==> src/rtl/duart_pkg.sv <==
package duart_pkg;
    localparam int DW = 8;
    localparam int AW = 3;

    typedef enum logic [1:0] {
        BUS_IDLE,
        BUS_READ,
        BUS_WRITE,
        BUS_COMMIT
    } bus_state_e;

    localparam logic [AW-1:0] ADR_DATA = 3'd0;
    localparam logic [AW-1:0] ADR_IEN  = 3'd1;
    localparam logic [AW-1:0] ADR_LCTL = 3'd3;
    localparam logic [AW-1:0] ADR_SCR  = 3'd7;

    localparam logic [DW-1:0] DEV_ID_CODE  = 8'h0A;
    localparam logic [DW-1:0] DEV_REV_CODE = 8'h01;
endpackage

==> src/rtl/hostif_sync.sv <==
module hostif_sync #(
    parameter int NSEL = 2,
    parameter int AW   = 3,
    parameter int DW   = 8
) (
    input  logic            clk,
    input  logic            rst_i,
    input  logic [NSEL-1:0] sel_n,
    input  logic [AW-1:0]   addr,
    input  logic            rd_n,
    input  logic            wr_n,
    input  logic [DW-1:0]   wdata,
    output logic            rst_q,
    output logic [NSEL-1:0] sel_q,
    output logic [AW-1:0]   addr_q,
    output logic            rd_q,
    output logic            wr_q,
    output logic [DW-1:0]   wdata_q
);
    localparam int W = NSEL + AW + 2 + DW;

    logic [W-1:0] raw;
    logic [W-1:0] meta_q;
    logic [W-1:0] sync_q;
    logic [2:0]   rst_sh_q;

    // strobes and selects are inverted so an all-zero flop means "inactive"
    assign raw = {~sel_n, addr, ~rd_n, ~wr_n, wdata};

    always_ff @(posedge clk) begin
        meta_q   <= raw;
        sync_q   <= meta_q;
        rst_sh_q <= {rst_sh_q[1:0], rst_i};
        // two consecutive synchronised samples are needed to qualify reset
        rst_q    <= rst_sh_q[1] & rst_sh_q[2];
    end

    assign {sel_q, addr_q, rd_q, wr_q, wdata_q} = sync_q;
endmodule

==> src/rtl/chan_regs.sv <==
module chan_regs
    import duart_pkg::*;
#(
    parameter int AW = 3,
    parameter int DW = 8
) (
    input  logic          clk,
    input  logic          rst,
    input  logic          we,
    input  logic [AW-1:0] waddr,
    input  logic [DW-1:0] wdata,
    input  logic [AW-1:0] raddr,
    output logic [DW-1:0] rdata
);
    localparam int IEW = 4;

    logic [DW-1:0]  lctl_q;
    logic [IEW-1:0] ien_q;
    logic [DW-1:0]  scr_q;
    logic [DW-1:0]  dlo_q;
    logic [DW-1:0]  dhi_q;
    logic           dlab;
    logic           id_mode;

    assign dlab    = lctl_q[DW-1];
    assign id_mode = dlab && (dlo_q == '0) && (dhi_q == '0);

    always_ff @(posedge clk) begin
        if (rst) begin
            lctl_q <= '0;
            ien_q  <= '0;
            scr_q  <= '0;
            dlo_q  <= '0;
            dhi_q  <= '0;
        end else if (we) begin
            case (waddr)
                ADR_DATA: if (dlab) dlo_q <= wdata;
                ADR_IEN: begin
                    if (dlab) dhi_q <= wdata;
                    else      ien_q <= wdata[IEW-1:0];
                end
                ADR_LCTL: lctl_q <= wdata;
                ADR_SCR:  scr_q  <= wdata;
                default: ;
            endcase
        end
    end

    always_comb begin
        rdata = '0;
        case (raddr)
            ADR_DATA: if (dlab) rdata = id_mode ? DEV_REV_CODE : dlo_q;
            ADR_IEN: begin
                if (dlab) rdata = id_mode ? DEV_ID_CODE : dhi_q;
                else      rdata = {{(DW-IEW){1'b0}}, ien_q};
            end
            ADR_LCTL: rdata = lctl_q;
            ADR_SCR:  rdata = scr_q;
            default:  rdata = '0;
        endcase
    end

    a_r3_hold_without_write: assert property (@(posedge clk) disable iff (rst)
        !we |=> ($stable(lctl_q) && $stable(ien_q) && $stable(scr_q)
                 && $stable(dlo_q) && $stable(dhi_q)));
endmodule

==> src/rtl/bus_fsm.sv <==
module bus_fsm
    import duart_pkg::*;
#(
    parameter int NSEL = 2,
    parameter int AW   = 3,
    parameter int DW   = 8
) (
    input  logic                     clk,
    input  logic                     rst,
    input  logic [NSEL-1:0]          sel,
    input  logic [AW-1:0]            addr,
    input  logic                     rd,
    input  logic                     wr,
    input  logic [DW-1:0]            wdata,
    input  logic [NSEL-1:0][DW-1:0]  chan_rd,
    output logic [NSEL-1:0]          wr_en,
    output logic [AW-1:0]            wr_addr,
    output logic [DW-1:0]            wr_data,
    output logic [DW-1:0]            rdata,
    output logic                     rdata_oe
);
    bus_state_e      state_q, state_d;
    logic [NSEL-1:0] sel_l;
    logic [AW-1:0]   addr_l;
    logic [DW-1:0]   data_l;
    logic [DW-1:0]   rd_mux;
    logic            multi_sel;
    logic            capture;

    // state register
    always_ff @(posedge clk) begin
        if (rst) state_q <= BUS_IDLE;
        else     state_q <= state_d;
    end

    // transitions
    always_comb begin
        state_d = state_q;
        unique case (state_q)
            BUS_IDLE: begin
                if ((|sel) && wr)      state_d = BUS_WRITE;
                else if ((|sel) && rd) state_d = BUS_READ;
            end
            BUS_WRITE:  if (!wr) state_d = BUS_COMMIT;
            BUS_COMMIT: state_d = BUS_IDLE;
            BUS_READ:   if (!rd) state_d = BUS_IDLE;
            default:    state_d = BUS_IDLE;
        endcase
    end

    always_comb begin
        rd_mux = '0;
        for (int i = 0; i < NSEL; i++) begin
            if (sel[i]) rd_mux = rd_mux | chan_rd[i];
        end
    end

    assign multi_sel = ($countones(sel) > 1);
    assign capture   = ((state_q == BUS_IDLE) && (state_d == BUS_WRITE))
                    || ((state_q == BUS_WRITE) && wr);

    // outputs
    always_ff @(posedge clk) begin
        if (rst) begin
            sel_l    <= '0;
            addr_l   <= '0;
            data_l   <= '0;
            rdata    <= '0;
            rdata_oe <= 1'b0;
        end else begin
            rdata_oe <= (state_q == BUS_READ);
            if (state_q == BUS_READ) rdata <= multi_sel ? '0 : rd_mux;
            if (capture) begin
                sel_l  <= sel;
                addr_l <= addr;
                data_l <= wdata;
            end
        end
    end

    assign wr_en   = (state_q == BUS_COMMIT) ? sel_l : '0;
    assign wr_addr = addr_l;
    assign wr_data = data_l;

    a_r3_single_commit: assert property (@(posedge clk) disable iff (rst)
        (|wr_en) |=> (wr_en == '0));

    a_r11_oe_needs_read: assert property (@(posedge clk) disable iff (rst)
        rdata_oe |-> $past(rd, 2));
endmodule

==> src/rtl/duart_hostif.sv <==
module duart_hostif
    import duart_pkg::*;
(
    input  logic          clk,
    input  logic          rst_i,
    input  logic          cs_a_n,
    input  logic          cs_b_n,
    input  logic [AW-1:0] addr,
    input  logic          rd_n,
    input  logic          wr_n,
    input  logic [DW-1:0] wdata,
    output logic [DW-1:0] rdata,
    output logic          rdata_oe
);
    localparam int NSEL = 2;

    logic                    rst_q;
    logic [NSEL-1:0]         sel_q;
    logic [AW-1:0]           addr_q;
    logic                    rd_q;
    logic                    wr_q;
    logic [DW-1:0]           wdata_q;
    logic [NSEL-1:0]         wr_en;
    logic [AW-1:0]           wr_addr;
    logic [DW-1:0]           wr_data;
    logic [NSEL-1:0][DW-1:0] chan_rd;

    hostif_sync #(.NSEL(NSEL), .AW(AW), .DW(DW)) u_sync (
        .clk     (clk),
        .rst_i   (rst_i),
        .sel_n   ({cs_b_n, cs_a_n}),
        .addr    (addr),
        .rd_n    (rd_n),
        .wr_n    (wr_n),
        .wdata   (wdata),
        .rst_q   (rst_q),
        .sel_q   (sel_q),
        .addr_q  (addr_q),
        .rd_q    (rd_q),
        .wr_q    (wr_q),
        .wdata_q (wdata_q)
    );

    bus_fsm #(.NSEL(NSEL), .AW(AW), .DW(DW)) u_fsm (
        .clk      (clk),
        .rst      (rst_q),
        .sel      (sel_q),
        .addr     (addr_q),
        .rd       (rd_q),
        .wr       (wr_q),
        .wdata    (wdata_q),
        .chan_rd  (chan_rd),
        .wr_en    (wr_en),
        .wr_addr  (wr_addr),
        .wr_data  (wr_data),
        .rdata    (rdata),
        .rdata_oe (rdata_oe)
    );

    for (genvar c = 0; c < NSEL; c++) begin : g_chan
        chan_regs #(.AW(AW), .DW(DW)) u_regs (
            .clk   (clk),
            .rst   (rst_q),
            .we    (wr_en[c]),
            .waddr (wr_addr),
            .wdata (wr_data),
            .raddr (addr_q),
            .rdata (chan_rd[c])
        );
    end

    a_r1_reset_quiet: assert property (@(posedge clk)
        rst_q |=> !rdata_oe);
endmodule

==> config.mk <==
export PLATFORM = sky130hd
export DESIGN_NAME = duart_hostif
export DESIGN_NICKNAME = d
export VERILOG_FILES = /design/src/rtl/duart_pkg.sv /design/src/rtl/hostif_sync.sv /design/src/rtl/chan_regs.sv /design/src/rtl/bus_fsm.sv /design/src/rtl/duart_hostif.sv
export SDC_FILE = /design/constraint.sdc
export NUM_CORES = 1
export LEC_CHECK = 0
export BUFFER_PORTS_ARGS = -buffer_cell sky130_fd_sc_hd__buf_4
export CAP_MARGIN = 20
export CELL_PAD_IN_SITES_DETAIL_PLACEMENT = 1
export CELL_PAD_IN_SITES_GLOBAL_PLACEMENT = 2
export CORE_UTILIZATION = 30
export CTS_CLUSTER_DIAMETER = 120
export DETAILED_ROUTE_END_ITERATION = 10
export PLACE_DENSITY_LB_ADDON = 0.1
export SLEW_MARGIN = 10
export SYNTH_ARGS = -nofsm -noshare
export SYNTH_HDL_FRONTEND = slang
export SYNTH_SLANG_ARGS = --single-unit
export TNS_END_PERCENT = 30
==> constraint.sdc <==
create_clock -name clk -period 2.1 [get_ports clk]
set_input_delay 0.105 -clock clk [delete_from_list [all_inputs] [get_ports clk]]
set_output_delay 0.105 -clock clk [all_outputs]
set_load 0.02 [all_outputs]
**Word-level counts from Yosys, hierarchy flattened**

Index checks and enable logic that the tools add are counted.

- Reductions and logical operators: 27
- Eq/ne operators: 10
- Mux-type cells: 19
- Magnitude comparators: 1
- Add/sub/neg operators: 1
- Bitwise gates (word level): 7

Operators by type and width:

| kind | number |
|---|---|
| $mux 8 | 11 |
| $pmux 8 s4 | 2 |
| $gt 32x2->1 const B | 1 |
| $logic_not 8->1 | 4 |
| $reduce_and 3->1 | 6 |
| $mux 2 | 5 |
| $logic_and 1x1->1 | 8 |
| $or 8x8->8 | 1 |
| $pmux 2 s4 | 1 |
| $reduce_and 2->1 | 4 |
| $eq 2x2->1 const B | 3 |
| $eq 3x1->1 const B | 2 |
| $eq 3x2->1 const B | 2 |
| $eq 3x3->1 const B | 2 |
| $logic_not 3->1 | 2 |
| $not 1->1 | 4 |
| $add 1x1->2 | 1 |
| $eq 2x1->1 const B | 1 |
| $logic_not 2->1 | 1 |
| $not 2->2 | 1 |
| $reduce_or 2->1 | 1 |
| $and 1x1->1 | 1 |
| $logic_or 1x1->1 | 1 |

- Bits of input ports: 17
- Output and inout bits: 9
- Bits in registers: 130
- Word-level logic and storage cells: 85

**Longest topological paths before layout**

- Depth after elaboration: 10
- Depth in mapped cells: 7
- Gate-level depth less buffers: 5

**Modules after synthesis**

From an unflattened synthesis, not the netlist that was laid out.

- Cells, all modules: 552
- Area, all modules: 5161.2 µm²

Modules (own cells, without submodules):

| module | area an instance (µm²) | instances | cells an instance | sequential area each (µm²) |
|---|---|---|---|---|
| chan_regs | 1682.9 | 2 | 200 | 720.7 |
| bus_fsm | 1093.5 | 1 | 113 | 480.5 |
| hostif_sync | 701.9 | 1 | 39 | 680.7 |

**Least setup slack after synthesis**

No wires, ideal clock.

- Path type: register -> register
- From: register u_fsm.state_q[1]
- To: register g_chan[0].u_regs.dlo_q[0]
- Path buffers: 1
- Data required time: 1.972 ns
- Path slack: 0.610 ns
- Library setup time: 0.128 ns
- Period minus slack after synthesis: 1.490 ns
- Arrival time: 1.363 ns
- Cell stages (with the launch flop): 6
- Cell sequence: dfxtp_1 > buf_4 > nand4_1 > nor4_4 > mux2i_1 > nor2_1

- Word-level cells in the longest chain between the ends: 3

Ends and longest elaborated chain:

| what | RTL line | RTL |
|---|---|---|
| start: declaration | bus_fsm.sv:22 | `bus_state_e state_q, state_d;` |
| start signal: assignment | bus_fsm.sv:33 | `else state_q <= state_d;` |
| $eq 2x2->1 | bus_fsm.sv:81 | `assign wr_en = (state_q == BUS_COMMIT) ? sel_l : '0;` |
| $mux 2 | bus_fsm.sv:81 |  |
| $reduce_and 3->1 (no source line) | - |  |
| end signal: assignment | chan_regs.sv:37 | `ADR_DATA: if (dlab) dlo_q <= wdata;` |
| end: declaration | chan_regs.sv:20 | `logic [DW-1:0] dlo_q;` |

Every way passes these cells.
A chain may end at the register's enable or synchronous reset.

**Worst setup path in the final report**

- From: register u_fsm.state_q[0]
- To: register u_fsm.rdata[6]

- Word-level cells in the longest chain between the ends: 1

Ends and longest elaborated chain:

| what | RTL line | RTL |
|---|---|---|
| $eq 2x1->1 | bus_fsm.sv:72 | `if (state_q == BUS_READ) rdata <= multi_sel ? '0 : rd_mux;` |
| end signal: assignment | bus_fsm.sv:72 |  |
| end: declaration | bus_fsm.sv:19 | `output logic [DW-1:0] rdata,` |

Every way passes these cells.

==> results.md <==
* Status: finished clean
* Reg area at 2600 µm²
* Max-slew violations at 0
* Worst Max-Slew Pin Slew at 869 ps
* Drt initial violations at 157
* MaxCap Viol Count at 0
* Worst EP required at 2440 ps
* Synth Instances at 507
* Synth cell types at 43
* DR DRC count at 0
* Die Width at 132 µm
* Placed cell area at 5540 µm²
* Largest net degree at the start of global routing at 79
* Footprint of the multi-input gates at 2270 µm²
* Synth warnings at 0
* Max VDD drop at 0.604 mV
* Data arrival, critical path at 2180 ps
* Cts repair resizes at 0
* Core Area at 16500 µm²
* Final Util at 38.2%
* Min Tclk post-route at 1840 ps
* Critical Path End: u_fsm.rdata[6]
* Clock sink count at 130
* Critical-path maximum fanout at 9
* Fmax achieved at 542 MHz
* CP Class: reg -> reg
* Antenna viol nets, final at 0
* Hold Path Class: in -> reg
* Delay of the slowest critical-path stage at 500 ps
* Relative slew slack at 42.0%
* Final period util at 87.8%
* Power Total at 0.00612 W
* FF-to-FF Start: u_fsm.state_q[0]
* Cts bufs inserted at 17
* Gpl congestion at 0.796
* Gr usage total at 18.4%
* Synth area leader: dfxtp_1
* Drt first pass iters at 4
* Post-CTS setup buffers at 0
* Layout Cells excl Fill at 786
* Clk buf depth at 2
* CP Cell Sequence: nor3b_4 -> o2111a_1 -> nand4_1 -> or2_1 -> o221ai_1
* FF-to-FF setup slack at 260 ps
* Unrepaired setup endpoints after global routing: no
* DIE AREA at 17400 µm²
* Die H at 132 µm
* EDFF count, synth at 0
* Mean Syn Cell Area at 9.97 µm²
* Asr flop ratio synth at 0%
* Synthesized flop and latch total at 130
* Register area share after synthesis at 51.5%
* Vias in the first global route at 3993
* Setup crit start: u_fsm.state_q[0]
* Routed via count at 3759
* Area growth syn-to-layout at 25.0%
* Area contributors post-synth: dfxtp_1, mux2i_1, nor2_1, nand2_1, a21oi_1
* Htree depth at 4
* Final-report hold violation count at 0
* Setup TNS at 0 ps
* Hold_sp: wdata[3]
* Ratio of cells with drive above 1 in the final layout at 17.0%
* I/O Pins at 26
* Post-synth top cells: dfxtp_1, mux2i_1, nor2_1
* Slowest cell on the critical path: dfxtp_1
* Syn_nets at 524
* Startpoint types: flip-flop
* Lkg Pwr at 2.37 nW
* Worst reg2reg endpoint: u_fsm.rdata[6]
* Layout Nets at 570
* Drt wl/cell at 18.8 µm
* PD cells at 968 nW/µm²
* Port buffer count at 25
* Hold_buf cts at 16
* Clock skew at 20.6 ps
* Initial Util at 30.6%
* Worst skew pair latency at 430 ps
* Total Wirelength at 14.8 mm
* Most frequent cell after synthesis: dfxtp_1
* Setup-failing EPs final at 0
* CP endpoint kind: flip-flop
* Inst Count DP at 738
* Root buffer cell: clkbuf_16
* First-pass GRT wire length at 23.6 mm
* Fill cells at 1838
* Synthesized area at 5050 µm²
* Reg clk slew, reported paths at 60 ps
* TritonCTS clock tree: built
* ANT cells at 0
* Main synth FF type: dfxtp_1
* Worst reg2reg path depth at 5
* Initial antenna violation count at 0
* Site Rows at 47
* Top-area cell type share of the netlist area at 51.5%
* Vias per cell at 4.78
* Grt total ovfl at 0
* Design Area, Final at 6320 µm²
* HPWL Detailed at 10.3 mm
worst max-delay path, delay by kind of cell, from the launching register on:
family / cells / cell delay, ps
DFF: 1 / 500
AOI/OAI and AO/OA: 2 / 470
and+or+nand+nor: 3 / 800
cell families after synthesis:
group           share of synthesized area, %
buf+inv                                 3.61
mux                                     20.6
compound gates                          6.39
simple gates                            17.9
flops                                   51.5
cells in the final DEF (no fill, tap or decap), drive strengths merged, types with 3 or more instances in the layout:
| master | count |
|---|---|
| dlygate4sd3 | 16 |
| nor3 | 14 |
| nor2 | 100 |
| nand2 | 31 |
| nor4 | 7 |
| nand2b | 6 |
| bufinv | 3 |
| nand3 | 6 |
| buf | 46 |
| o221ai | 6 |
| dfxtp | 130 |
| nor2b | 3 |
| and2 | 3 |
| a21oi | 19 |
| inv | 10 |
| o22ai | 8 |
| or2 | 4 |
| clkbuf | 18 |
| clkinv | 5 |
| nand4 | 5 |
| mux2i | 103 |
routing by layer:
metal	part of all wire [%]	wire length (µm)	vias up	global-route usage [%]
li1	-	-	1844	-
met1	50	7370	1854	24.6
met4	1.6	236	0	6.46
met5	0	0	-	0
met2	46	6790	48	28.9
met3	2.4	360	13	4.50
metrics by stage:
| stage | hold slack (ps) | setup slack (ps) |
|---|---|---|
| 5_1_grt | 311 | 69.3 |
| 4_1_cts | 304 | 243 |
| 2_1_floorplan | 133 | 610 |
| 6_report | 323 | 256 |
| 3_3_place_gp | 209 | 261 |
| 3_5_place_dp | 210 | 262 |
layout make-up:
class / count / area share (%)
well taps: 220 / 4.36
clock buffers: 18 / 6.95
multi-input cells: 336 / 35.9
clock inverters: 14 / 2.83
flip-flops and latches: 130 / 41.2
inverters: 6 / 0.356
repair buffers: 62 / 8.39
power breakdown:
group / switching [W] / internal, W
clock: 0.00116 / 0.00192
sequential: 0.000182 / 0.00255
combinational: 0.000162 / 0.000144
total: 0.00150 / 0.00461
state kept, by name, summed over array words and instances (netlist names):
name,count
g_chan.u_regs.dhi_q,16
g_chan.u_regs.ien_q,8
u_sync.rst_sh_q,3
g_chan.u_regs.dlo_q,16
g_chan.u_regs.scr_q,16
g_chan.u_regs.lctl_q,16
u_fsm.rdata,8
u_fsm.state_q,2
u_sync.rst_q,1
u_sync.sync_q,15
u_fsm.wr_addr,3
u_fsm.sel_l,2
u_sync.meta_q,15
u_fsm.rdata_oe,1
u_fsm.wr_data,8
worst min path at each step:
stage	to	slack, ps	cells after the start
final	u_sync.meta_q[3]	320	2
after global routing	u_sync.meta_q[4]	310	2
after CTS	u_sync.meta_q[2]	300	2
after detailed placement	u_sync.meta_q[2]	210	1
after global placement	u_sync.meta_q[3]	210	1
after floorplan	u_sync.meta_q[0]	130	0
Note: power is estimated with default switching activity, not from simulation.
